[config.mk]
export PLATFORM = sky130hd
export DESIGN_NAME = auto_reload_decrementer
export DESIGN_NICKNAME = d
export VERILOG_FILES = /design/src/rtl/dectmr_pkg.sv /design/src/rtl/dectmr_regfile.sv /design/src/rtl/dectmr_counter.sv /design/src/rtl/dectmr_status.sv /design/src/rtl/auto_reload_decrementer.sv
export SDC_FILE = /design/constraint.sdc
export NUM_CORES = 1
export LEC_CHECK = 0
export BUFFER_PORTS_ARGS = -buffer_cell sky130_fd_sc_hd__buf_2
export CORE_MARGIN = 2
export CORE_UTILIZATION = 49
export CTS_BUF_LIST = sky130_fd_sc_hd__clkbuf_4
export DETAILED_ROUTE_END_ITERATION = 12
export MAX_ROUTING_LAYER = met4
export PLACE_DENSITY_LB_ADDON = 0.1
export SKIP_LAST_GASP = 1
export SLEW_MARGIN = 25
export SYNTH_ARGS = -nofsm -noshare
export SYNTH_HDL_FRONTEND = slang
export SYNTH_SLANG_ARGS = --single-unit
[constraint.sdc]
create_clock -name clk -period 2.7 [get_ports clk]
set_input_delay 0.675 -clock clk [delete_from_list [all_inputs] [get_ports clk]]
set_output_delay 0.675 -clock clk [all_outputs]
set_load 0.05 [all_outputs]
[src/rtl/dectmr_pkg.sv]
// Shared definitions for the auto-reload decrementer: register selects and
// the control/status bit positions that software decodes.
package dectmr_pkg;

    localparam int SEL_W   = 2;
    localparam int IE_BIT  = 26;  // interrupt enable in the control word
    localparam int ARE_BIT = 22;  // auto-reload enable in the control word
    localparam int ST_BIT  = 27;  // expiry flag in the status word

    typedef enum logic [SEL_W-1:0] {
        SEL_COUNT  = 2'd0,
        SEL_RELOAD = 2'd1,
        SEL_CTRL   = 2'd2,
        SEL_STATUS = 2'd3
    } reg_sel_e;

    typedef struct packed {
        logic irq_en;
        logic reload_en;
    } ctrl_t;

endpackage

[src/rtl/dectmr_regfile.sv]
// Register file: decodes writes into reload/control storage and strobes
// for the counter and status flag, and muxes the read data.
// Assumes DATA_W is wide enough to hold bit ST_BIT.
module dectmr_regfile
    import dectmr_pkg::*;
#(
    parameter int DATA_W = 32
) (
    input  logic              clk,
    input  logic              rst_n,
    input  logic              wr_en,
    input  logic [SEL_W-1:0]  wr_addr,
    input  logic [DATA_W-1:0] wr_data,
    input  logic [SEL_W-1:0]  rd_addr,
    input  logic [DATA_W-1:0] cnt_q,
    input  logic              status_q,
    output logic [DATA_W-1:0] reload_q,
    output ctrl_t             ctrl_q,
    output logic              cnt_wr,
    output logic              status_clr,
    output logic [DATA_W-1:0] rd_data
);

    reg_sel_e wsel;
    reg_sel_e rsel;
    logic     reload_wr;
    logic     ctrl_wr;

    assign wsel = reg_sel_e'(wr_addr);
    assign rsel = reg_sel_e'(rd_addr);

    // Turn one write into a per-register strobe.
    always_comb begin
        cnt_wr     = 1'b0;
        reload_wr  = 1'b0;
        ctrl_wr    = 1'b0;
        status_clr = 1'b0;
        if (wr_en) begin
            case (wsel)
                SEL_COUNT:  cnt_wr     = 1'b1;
                SEL_RELOAD: reload_wr  = 1'b1;
                SEL_CTRL:   ctrl_wr    = 1'b1;
                SEL_STATUS: status_clr = wr_data[ST_BIT];
                default:    ;
            endcase
        end
    end

    // Hold the reload value and the two control bits.
    always_ff @(posedge clk) begin
        if (!rst_n) begin
            reload_q <= '0;
            ctrl_q   <= '0;
        end else begin
            if (reload_wr) reload_q <= wr_data;
            if (ctrl_wr) begin
                ctrl_q.irq_en    <= wr_data[IE_BIT];
                ctrl_q.reload_en <= wr_data[ARE_BIT];
            end
        end
    end

    // Read mux; unused bit positions read as zero.
    always_comb begin
        rd_data = '0;
        case (rsel)
            SEL_COUNT:  rd_data = cnt_q;
            SEL_RELOAD: rd_data = reload_q;
            SEL_CTRL: begin
                rd_data[IE_BIT]  = ctrl_q.irq_en;
                rd_data[ARE_BIT] = ctrl_q.reload_en;
            end
            SEL_STATUS: rd_data[ST_BIT] = status_q;
            default:    rd_data = '0;
        endcase
    end

    // Reload register keeps its value when not written.
    p_reload_hold_r10: assert property (@(posedge clk) disable iff (!rst_n)
        !reload_wr |=> reload_q == $past(reload_q));

endmodule

[src/rtl/dectmr_counter.sv]
// Down-counter: steps on each tick while nonzero, flags expiry on the step
// from one, and then either reloads or stops at zero. A software write
// overrides everything in its cycle.
module dectmr_counter #(
    parameter int DATA_W = 32
) (
    input  logic              clk,
    input  logic              rst_n,
    input  logic              tick_en,
    input  logic              cnt_wr,
    input  logic [DATA_W-1:0] wr_data,
    input  logic [DATA_W-1:0] reload_q,
    input  logic              reload_en,
    output logic [DATA_W-1:0] cnt_q,
    output logic              expire
);

    localparam logic [DATA_W-1:0] ONE = DATA_W'(1);

    logic              at_last;
    logic              reload_ok;
    logic [DATA_W-1:0] cnt_d;

    assign at_last   = (cnt_q == ONE);
    assign reload_ok = reload_en && (reload_q != '0);
    assign expire    = tick_en && at_last && !cnt_wr;

    // Next count: write beats tick; expiry picks reload or zero.
    always_comb begin
        cnt_d = cnt_q;
        if (cnt_wr) begin
            cnt_d = wr_data;
        end else if (tick_en && (cnt_q != '0)) begin
            if (at_last) cnt_d = reload_ok ? reload_q : '0;
            else         cnt_d = cnt_q - ONE;
        end
    end

    // Count register.
    always_ff @(posedge clk) begin
        if (!rst_n) cnt_q <= '0;
        else        cnt_q <= cnt_d;
    end

    p_write_wins_r3: assert property (@(posedge clk) disable iff (!rst_n)
        cnt_wr |=> cnt_q == $past(wr_data));

    p_step_down_r2: assert property (@(posedge clk) disable iff (!rst_n)
        (tick_en && !cnt_wr && cnt_q > ONE) |=> cnt_q == $past(cnt_q) - ONE);

    p_hold_zero_r7: assert property (@(posedge clk) disable iff (!rst_n)
        (!cnt_wr && cnt_q == '0) |=> cnt_q == '0);

    p_reload_r5: assert property (@(posedge clk) disable iff (!rst_n)
        (expire && reload_en && reload_q != '0) |=> cnt_q == $past(reload_q));

    p_zero_reload_r6: assert property (@(posedge clk) disable iff (!rst_n)
        (expire && reload_q == '0) |=> cnt_q == '0);

endmodule

[src/rtl/dectmr_status.sv]
// Sticky expiry flag with write-one-to-clear, and the gated interrupt.
// Assumes expire and status_clr are single-cycle strobes.
module dectmr_status (
    input  logic clk,
    input  logic rst_n,
    input  logic expire,
    input  logic status_clr,
    input  logic irq_en,
    output logic status_q,
    output logic irq
);

    // Flag register: a new expiry outranks a clear in the same cycle.
    always_ff @(posedge clk) begin
        if (!rst_n)          status_q <= 1'b0;
        else if (expire)     status_q <= 1'b1;
        else if (status_clr) status_q <= 1'b0;
    end

    // Interrupt follows the flag while enabled.
    assign irq = status_q && irq_en;

    p_set_on_expiry_r4: assert property (@(posedge clk) disable iff (!rst_n)
        expire |=> status_q);

    p_sticky_r8: assert property (@(posedge clk) disable iff (!rst_n)
        (status_q && !status_clr) |=> status_q);

    p_clear_r8: assert property (@(posedge clk) disable iff (!rst_n)
        (status_clr && !expire) |=> !status_q);

    p_no_spurious_set_r7: assert property (@(posedge clk) disable iff (!rst_n)
        (!status_q && !expire) |=> !status_q);

endmodule

[src/rtl/auto_reload_decrementer.sv]
// Top of the auto-reload decrementer: joins the register file, the counter
// and the status flag. Assumes tick_en is a clean one-cycle time-base tick.
module auto_reload_decrementer
    import dectmr_pkg::*;
#(
    parameter int DATA_W = 32
) (
    input  logic              clk,
    input  logic              rst_n,
    input  logic              tick_en,
    input  logic              wr_en,
    input  logic [1:0]        wr_addr,
    input  logic [DATA_W-1:0] wr_data,
    input  logic [1:0]        rd_addr,
    output logic [DATA_W-1:0] rd_data,
    output logic              irq
);

    logic [DATA_W-1:0] cnt_q;
    logic [DATA_W-1:0] reload_q;
    ctrl_t             ctrl_q;
    logic              cnt_wr;
    logic              status_clr;
    logic              status_q;
    logic              expire;

    dectmr_regfile #(.DATA_W(DATA_W)) u_regs (
        .clk        (clk),
        .rst_n      (rst_n),
        .wr_en      (wr_en),
        .wr_addr    (wr_addr),
        .wr_data    (wr_data),
        .rd_addr    (rd_addr),
        .cnt_q      (cnt_q),
        .status_q   (status_q),
        .reload_q   (reload_q),
        .ctrl_q     (ctrl_q),
        .cnt_wr     (cnt_wr),
        .status_clr (status_clr),
        .rd_data    (rd_data)
    );

    dectmr_counter #(.DATA_W(DATA_W)) u_count (
        .clk       (clk),
        .rst_n     (rst_n),
        .tick_en   (tick_en),
        .cnt_wr    (cnt_wr),
        .wr_data   (wr_data),
        .reload_q  (reload_q),
        .reload_en (ctrl_q.reload_en),
        .cnt_q     (cnt_q),
        .expire    (expire)
    );

    dectmr_status u_stat (
        .clk        (clk),
        .rst_n      (rst_n),
        .expire     (expire),
        .status_clr (status_clr),
        .irq_en     (ctrl_q.irq_en),
        .status_q   (status_q),
        .irq        (irq)
    );

    // An interrupt only follows a recorded expiry.
    p_irq_after_flag_r9: assert property (@(posedge clk) disable iff (!rst_n)
        $rose(irq) |-> status_q && ctrl_q.irq_en);

endmodule

==> out/qor.csv, run 1 <==
stage,metric,value,unit
run_status,run status,"complete, no violations",
die,die area,9440,sq um
global_routing,largest net degree at the start of global routing,33,
sta,Fin. Hold Viols,0,
routing,drt total wl,14000,um
setup_path,CP Cell Sequence,or4_4 -> nor4_4 -> buf_4 -> a41oi_1 -> or2_1 -> buf_4 -> o221ai_1 -> a41oi_1,
synth,Post-synth EDFFs,0,
clock_network,clock buffer depth,2,
setup_path,R2R Path Start,u_count.cnt_q[4],
clock_network,total CTS buffers,9,
synth,Cells after Synth,545,
setup_path,crit path from,u_count.cnt_q[4],
routing,starting DRC count in detailed routing,325,
routing,post-route ant nets,0,
clock_network,worst skew pair latency,0.43,ns
synth,sequential-to-total area share from yosys stat,31.6,%
sta,Max Freq,398,MHz
setup_path,Critical-path top delay cell,or4_4,
clock_network,CTS Root Cell,clkbuf_4,
cells_and_area,most frequent cells in the layout,"86 x nand2_1, 72 x buf_2, 67 x dfxtp_1, 47 x a21oi_1",
pwr,maximum VDD drop,285,uV
die,FP Rows,33,
clock_network,CTS tree,yes,
setup_path,CP max FO,12,
hold_path,HP Class,input port to flip-flop,
setup_path,"Arr. time, crit path",2.81,ns
clock_network,CTS Sinks,67,
setup_path,"Req. time, crit path",3.00,ns
sta,period utilization,93.2,%
placed_design,gpl congestion,1.00,
setup_path,R2R cell count,8,
sta,Final min period,2.52,ns
global_routing,first-pass GRT wire length,22700,um
sta,hold slack,0.482,ns
placed_design,HPWL Detailed,10100,um
die,# IOs,73,
placed_design,IO Port Bufs,72,
synth,Synth Flop Type,dfxtp_1,
synth,Mapped Avg Cell Area,7.80,sq um
global_routing,initial antenna violation count,0,
die,Die Wd,97.1,um
synth,Synth cell types,61,
sta,Slew Limit Fails,0,
synth,"Cell Area, Synth",4250,sq um
placed_design,placed cells,720,
clock_network,H-tree depth,3,
setup_path,Reg2Reg Capture Point,u_count.cnt_q[16],
pwr,Sw Share,34.7,%
pwr,Flop pwr share,42.1,%
job,max-capacitance violation count,0,
hold_path,HP Start,wr_data[2],
synth,yosys warns,0,
cells_and_area,synth-to-layout area growth,20.0,%
clock_network,hold buffer count at cts,0,
setup_path,Crit. End Element,flip-flop,
pwr,net switching power,921,uW
setup_path,kind of critical path,flip-flop to flip-flop,
clock_network,post-cts resize count,0,
placed_design,Post-DP Area,4940,sq um
routing,DR vias,4539,
pwr,Comb pwr share,28.4,%
cells_and_area,proportion of layout cells with a drive suffix above 1,27.9,%
die,Placeable Area,8300,sq um
clock_network,total setup buffers inserted after CTS,0,
sta,Setup-failing EPs final,0,
cells_and_area,"most common cell after layout, fill and taps aside",nand2_1,
cells_and_area,Layout Utilization,61.5,%
synth,syn_nets,587,
hold_path,WHS Endpoint,u_regs.reload_q[2],
die,chip height,97.1,um
clock_network,"Reg clk slew, reported paths",0.12,ns
die,starting density of the core,51.2,%
pwr,Clock Power Share,29.5,%
cells_and_area,final instance area,5100,sq um
pwr,power per cell area,519,nW/um^2
routing,DR DRC count,0,
cells_and_area,final net count,668,
sta,clock skew,0.0147,ns
hold_path,Hold Path Stages,3,
sta,Worst-Margin Slew,0.715,ns
pwr,Power Internal,1.73,mW
cells_and_area,Final Non-Filler Cells,736,
synth,Yosys reg bits,67,
setup_path,FF-to-FF setup slack,0.18,ns
routing,Pre-antenna DRT Iters,5,
routing,DR vias/cell,6.17,
cells_and_area,# diodes,0,
global_routing,vias in the first global route,4208,
global_routing,gr usage total,30.6,%
sta,Slew headroom,52.3,%
routing,drt wl/cell,19.1,um
sta,RSZ-0062 raised after global routing,no,
pwr,Pleak,2.13,nW
global_routing,remaining global-route overflow,0,
synth,Post-synth ARST share,0,%
setup_path,max incr delay on CP,0.60,ns
setup_path,Critical Path Start Type,flip-flop,
[worst max path at each step]
stage,slack (ns),end,cells after the start
floorplan,-0.23,rd_data[22],3
global placement,0.32,u_count.cnt_q[15],6
detailed placement,0.23,u_count.cnt_q[2],8
CTS,0.21,u_count.cnt_q[2],8
global route,0.05,u_count.cnt_q[16],8
finish,0.18,u_count.cnt_q[16],8
[sequential cells by signal, summed over array words and instances, names as in the netlist]
| name | cells |
|---|---|
| u_count.cnt_q | 32 |
| u_regs.ctrl_q | 2 |
| u_regs.reload_q | 32 |
| u_stat.status_q | 1 |
[critical path, delay by kind of cell (launching register included)]
family	cells	cell delay [ns]
AOI/OAI and AO/OA	3	0.40
DFF	1	0.39
buffers and inverters	2	0.42
and+or+nand+nor	3	1.16
[layer usage]
layer	track usage (%)	routed length [um]	up-vias
li1	-	-	2162
met1	42.5	6400	2161
met2	46.4	6460	196
met3	6.47	1010	20
met4	6.50	161	0
met5	-	0	-
[Yosys cell counts, drive strengths merged (2+ instances only)]
| library cell | count | area (sq um) |
|---|---|---|
| a21o | 2 | 15.0 |
| a221o | 2 | 20.0 |
| nor2 | 72 | 278 |
| and3 | 4 | 25.0 |
| a41oi | 3 | 26.3 |
| o31ai | 4 | 35.0 |
| a21oi | 47 | 235 |
| or2 | 3 | 18.8 |
| xor2 | 13 | 114 |
| buf | 13 | 105 |
| nand2 | 86 | 323 |
| or4 | 8 | 67.6 |
| nand2b | 2 | 12.5 |
| clkbuf | 34 | 128 |
| o221ai | 23 | 201 |
| nand3 | 9 | 50.1 |
| a22o | 2 | 17.5 |
| nor2b | 2 | 12.5 |
| or3 | 2 | 12.5 |
| mux2i | 35 | 350 |
| dfxtp | 67 | 1340 |
| nor3b | 3 | 27.5 |
| nand4b | 2 | 17.5 |
| a221oi | 20 | 175 |
| inv | 6 | 22.5 |
| nand4 | 8 | 56.3 |
| xnor2 | 11 | 96.3 |
| nor3 | 10 | 55.1 |
| ha | 2 | 25.0 |
| o21ai | 7 | 35.0 |
| a31oi | 4 | 25.0 |
| nor4 | 22 | 183 |
[cell type report]
type | count | area (sq um)
Clock buffer | 11 | 82.6
Clock inverter | 5 | 77.6
Fill cell | 790 | 3200
Inverter | 7 | 26.3
Multi-Input combinational cell | 424 | 2720
Sequential cell | 67 | 1340
Tap cell | 105 | 131
Timing Repair Buffer | 117 | 723
[through the flow]
step	power, mW	worst slack, ns	TNS, ns
finish	2.65	0.185	0
global route	2.77	0.0479	0
CTS	2.65	0.209	0
detailed placement	1.88	0.230	0
global placement	1.87	0.318	0
floorplan	1.64	-0.231	-0.462
[power by group through the flow]
stage	sequential [mW]	combinational, mW	clock (mW)
after floorplan	1.12	0.516	0
after global placement	1.13	0.736	0
final	1.12	0.753	0.782
after global routing	1.12	0.814	0.834
after CTS	1.11	0.746	0.787
after detailed placement	1.14	0.740	0
[cell families (layout without fill, tap and decap cells)]
logic type	Yosys count	count (layout)	synth area share [%]
muxes	36	36	8.51
adders and majority gates	2	2	0.589
buffers and inverters	54	140	6.09
and+or+nand+nor	238	238	27.7
AOI/OAI and AO/OA	124	124	20.6
xor gates and xnor gates	24	24	4.95
DFF	67	67	31.6
No activity file was read; power rests on OpenSTA's default activity.
==> inputs of run 2 (changes only) <==
RECOVER_POWER = 25   (was unset)
==> out/qor.csv, run 2 (same netlist as run 1, synthesis figures left out) <==
stage,metric,value,unit
placed_design,HPWL Detailed,10100,um
sta,Slew headroom,14.4,%
sta,RSZ-0062 raised after global routing,no,
setup_path,"Req. time, crit path",3.00,ns
setup_path,Crit. End Element,flip-flop,
cells_and_area,final instance area,5100,sq um
placed_design,Post-DP Area,4940,sq um
setup_path,kind of critical path,flip-flop to flip-flop,
setup_path,Reg2Reg Capture Point,u_count.cnt_q[16],
global_routing,first-pass GRT wire length,22700,um
sta,Fin. Hold Viols,0,
sta,Slew Limit Fails,0,
cells_and_area,proportion of layout cells with a drive suffix above 1,27.6,%
setup_path,Critical Path Start Type,flip-flop,
sta,Setup-failing EPs final,0,
placed_design,IO Port Bufs,72,
global_routing,initial antenna violation count,0,
cells_and_area,"most common cell after layout, fill and taps aside",nand2_1,
die,# IOs,73,
sta,period utilization,93.2,%
cells_and_area,synth-to-layout area growth,20.0,%
hold_path,HP Class,input port to flip-flop,
die,chip height,97.1,um
global_routing,remaining global-route overflow,0,
cells_and_area,most frequent cells in the layout,"86 x nand2_1, 71 x buf_2, 67 x dfxtp_1, 47 x a21oi_1",
placed_design,gpl congestion,1.00,
die,starting density of the core,51.2,%
setup_path,"Arr. time, crit path",2.81,ns
pwr,Pleak,2.13,nW
clock_network,post-cts resize count,0,
global_routing,vias in the first global route,4208,
clock_network,H-tree depth,3,
routing,DR DRC count,0,
clock_network,CTS tree,yes,
routing,drt wl/cell,19.1,um
routing,DR vias/cell,6.17,
sta,Setup WS post-layout,0.185,ns
routing,Pre-antenna DRT Iters,5,
setup_path,R2R cell count,8,
pwr,maximum VDD drop,285,uV
sta,hold slack,0.483,ns
setup_path,Setup crit end,u_count.cnt_q[16],
setup_path,R2R Path Start,u_count.cnt_q[4],
clock_network,CTS Sinks,67,
clock_network,hold buffer count at cts,0,
pwr,Design Power,2.65,mW
routing,post-route ant nets,0,
run_status,run status,"complete, no violations",
cells_and_area,# diodes,0,
setup_path,CP max FO,12,
clock_network,total setup buffers inserted after CTS,0,
global_routing,largest net degree at the start of global routing,33,
clock_network,worst skew pair latency,0.43,ns
placed_design,dpl ws,0.230,ns
sta,Final min period,2.52,ns
clock_network,clock buffer depth,2,
cells_and_area,Regs by FF count,"u_count.cnt_q: 32 flops, u_regs.reload_q: 32 flops, u_regs.ctrl_q: 2 flops",
setup_path,FF-to-FF setup slack,0.18,ns
clock_network,"Reg clk slew, reported paths",0.12,ns
sta,clock skew,0.0147,ns
global_routing,gr usage total,30.6,%
die,Placeable Area,8300,sq um
die,die area,9440,sq um
die,Die Wd,97.1,um
routing,drt total wl,14000,um
die,FP Rows,33,
sta,Max Freq,398,MHz
setup_path,crit path from,u_count.cnt_q[4],
cells_and_area,Final Non-Filler Cells,736,
cells_and_area,Layout Utilization,61.5,%
sta,Worst-Margin Slew,1.28,ns
routing,starting DRC count in detailed routing,325,
job,max-capacitance violation count,0,
cells_and_area,final net count,668,
clock_network,total CTS buffers,9,
routing,DR vias,4539,
pwr,power per cell area,519,nW/um^2
placed_design,placed cells,720,
clock_network,CTS Root Cell,clkbuf_4,
sta,Setup TNS,0,ns
[run 2: metal layers]
layer	up-vias	share of wire, %	GRT usage (%)
met5	-	0	-
met4	0	1.2	6.50
met3	20	7.1	6.47
met2	194	46	46.4
met1	2163	46	42.5
li1	2162	-	-
[run 2: power breakdown]
part	internal, mW	switching [mW]
logic	0.291	0.462
clock network	0.394	0.388
registers	1.04	0.0704
[run 2: final cells by class]
type                            instances  area [sq um]
Tap cell                              105           131
Timing Repair Buffer                  117           722
Sequential cell                        67          1340
Clock inverter                          5          77.6
Fill cell                             788          3200
Inverter                                7          26.3
Multi-Input combinational cell        424          2720
Clock buffer                           11          82.6
[run 2: worst min path at each step]
stage	startpoint	to	cells after the start
global placement	u_regs.reload_q[12]	u_regs.reload_q[12]	2
floorplan	u_regs.reload_q[27]	u_regs.reload_q[27]	2
global route	wr_data[2]	u_regs.reload_q[2]	3
CTS	wr_data[2]	u_regs.reload_q[2]	3
detailed placement	u_regs.reload_q[10]	u_regs.reload_q[10]	2
finish	wr_data[2]	u_regs.reload_q[2]	3
[run 2: worst max-delay path, cell delays in order, from the launching register on]
cell and delay (ns):
dfxtp_1 0.39, or4_4 0.60, nor4_4 0.30, buf_4 0.23, a41oi_1 0.16, or2_1 0.26
buf_4 0.19, o221ai_1 0.18, a41oi_1 0.06
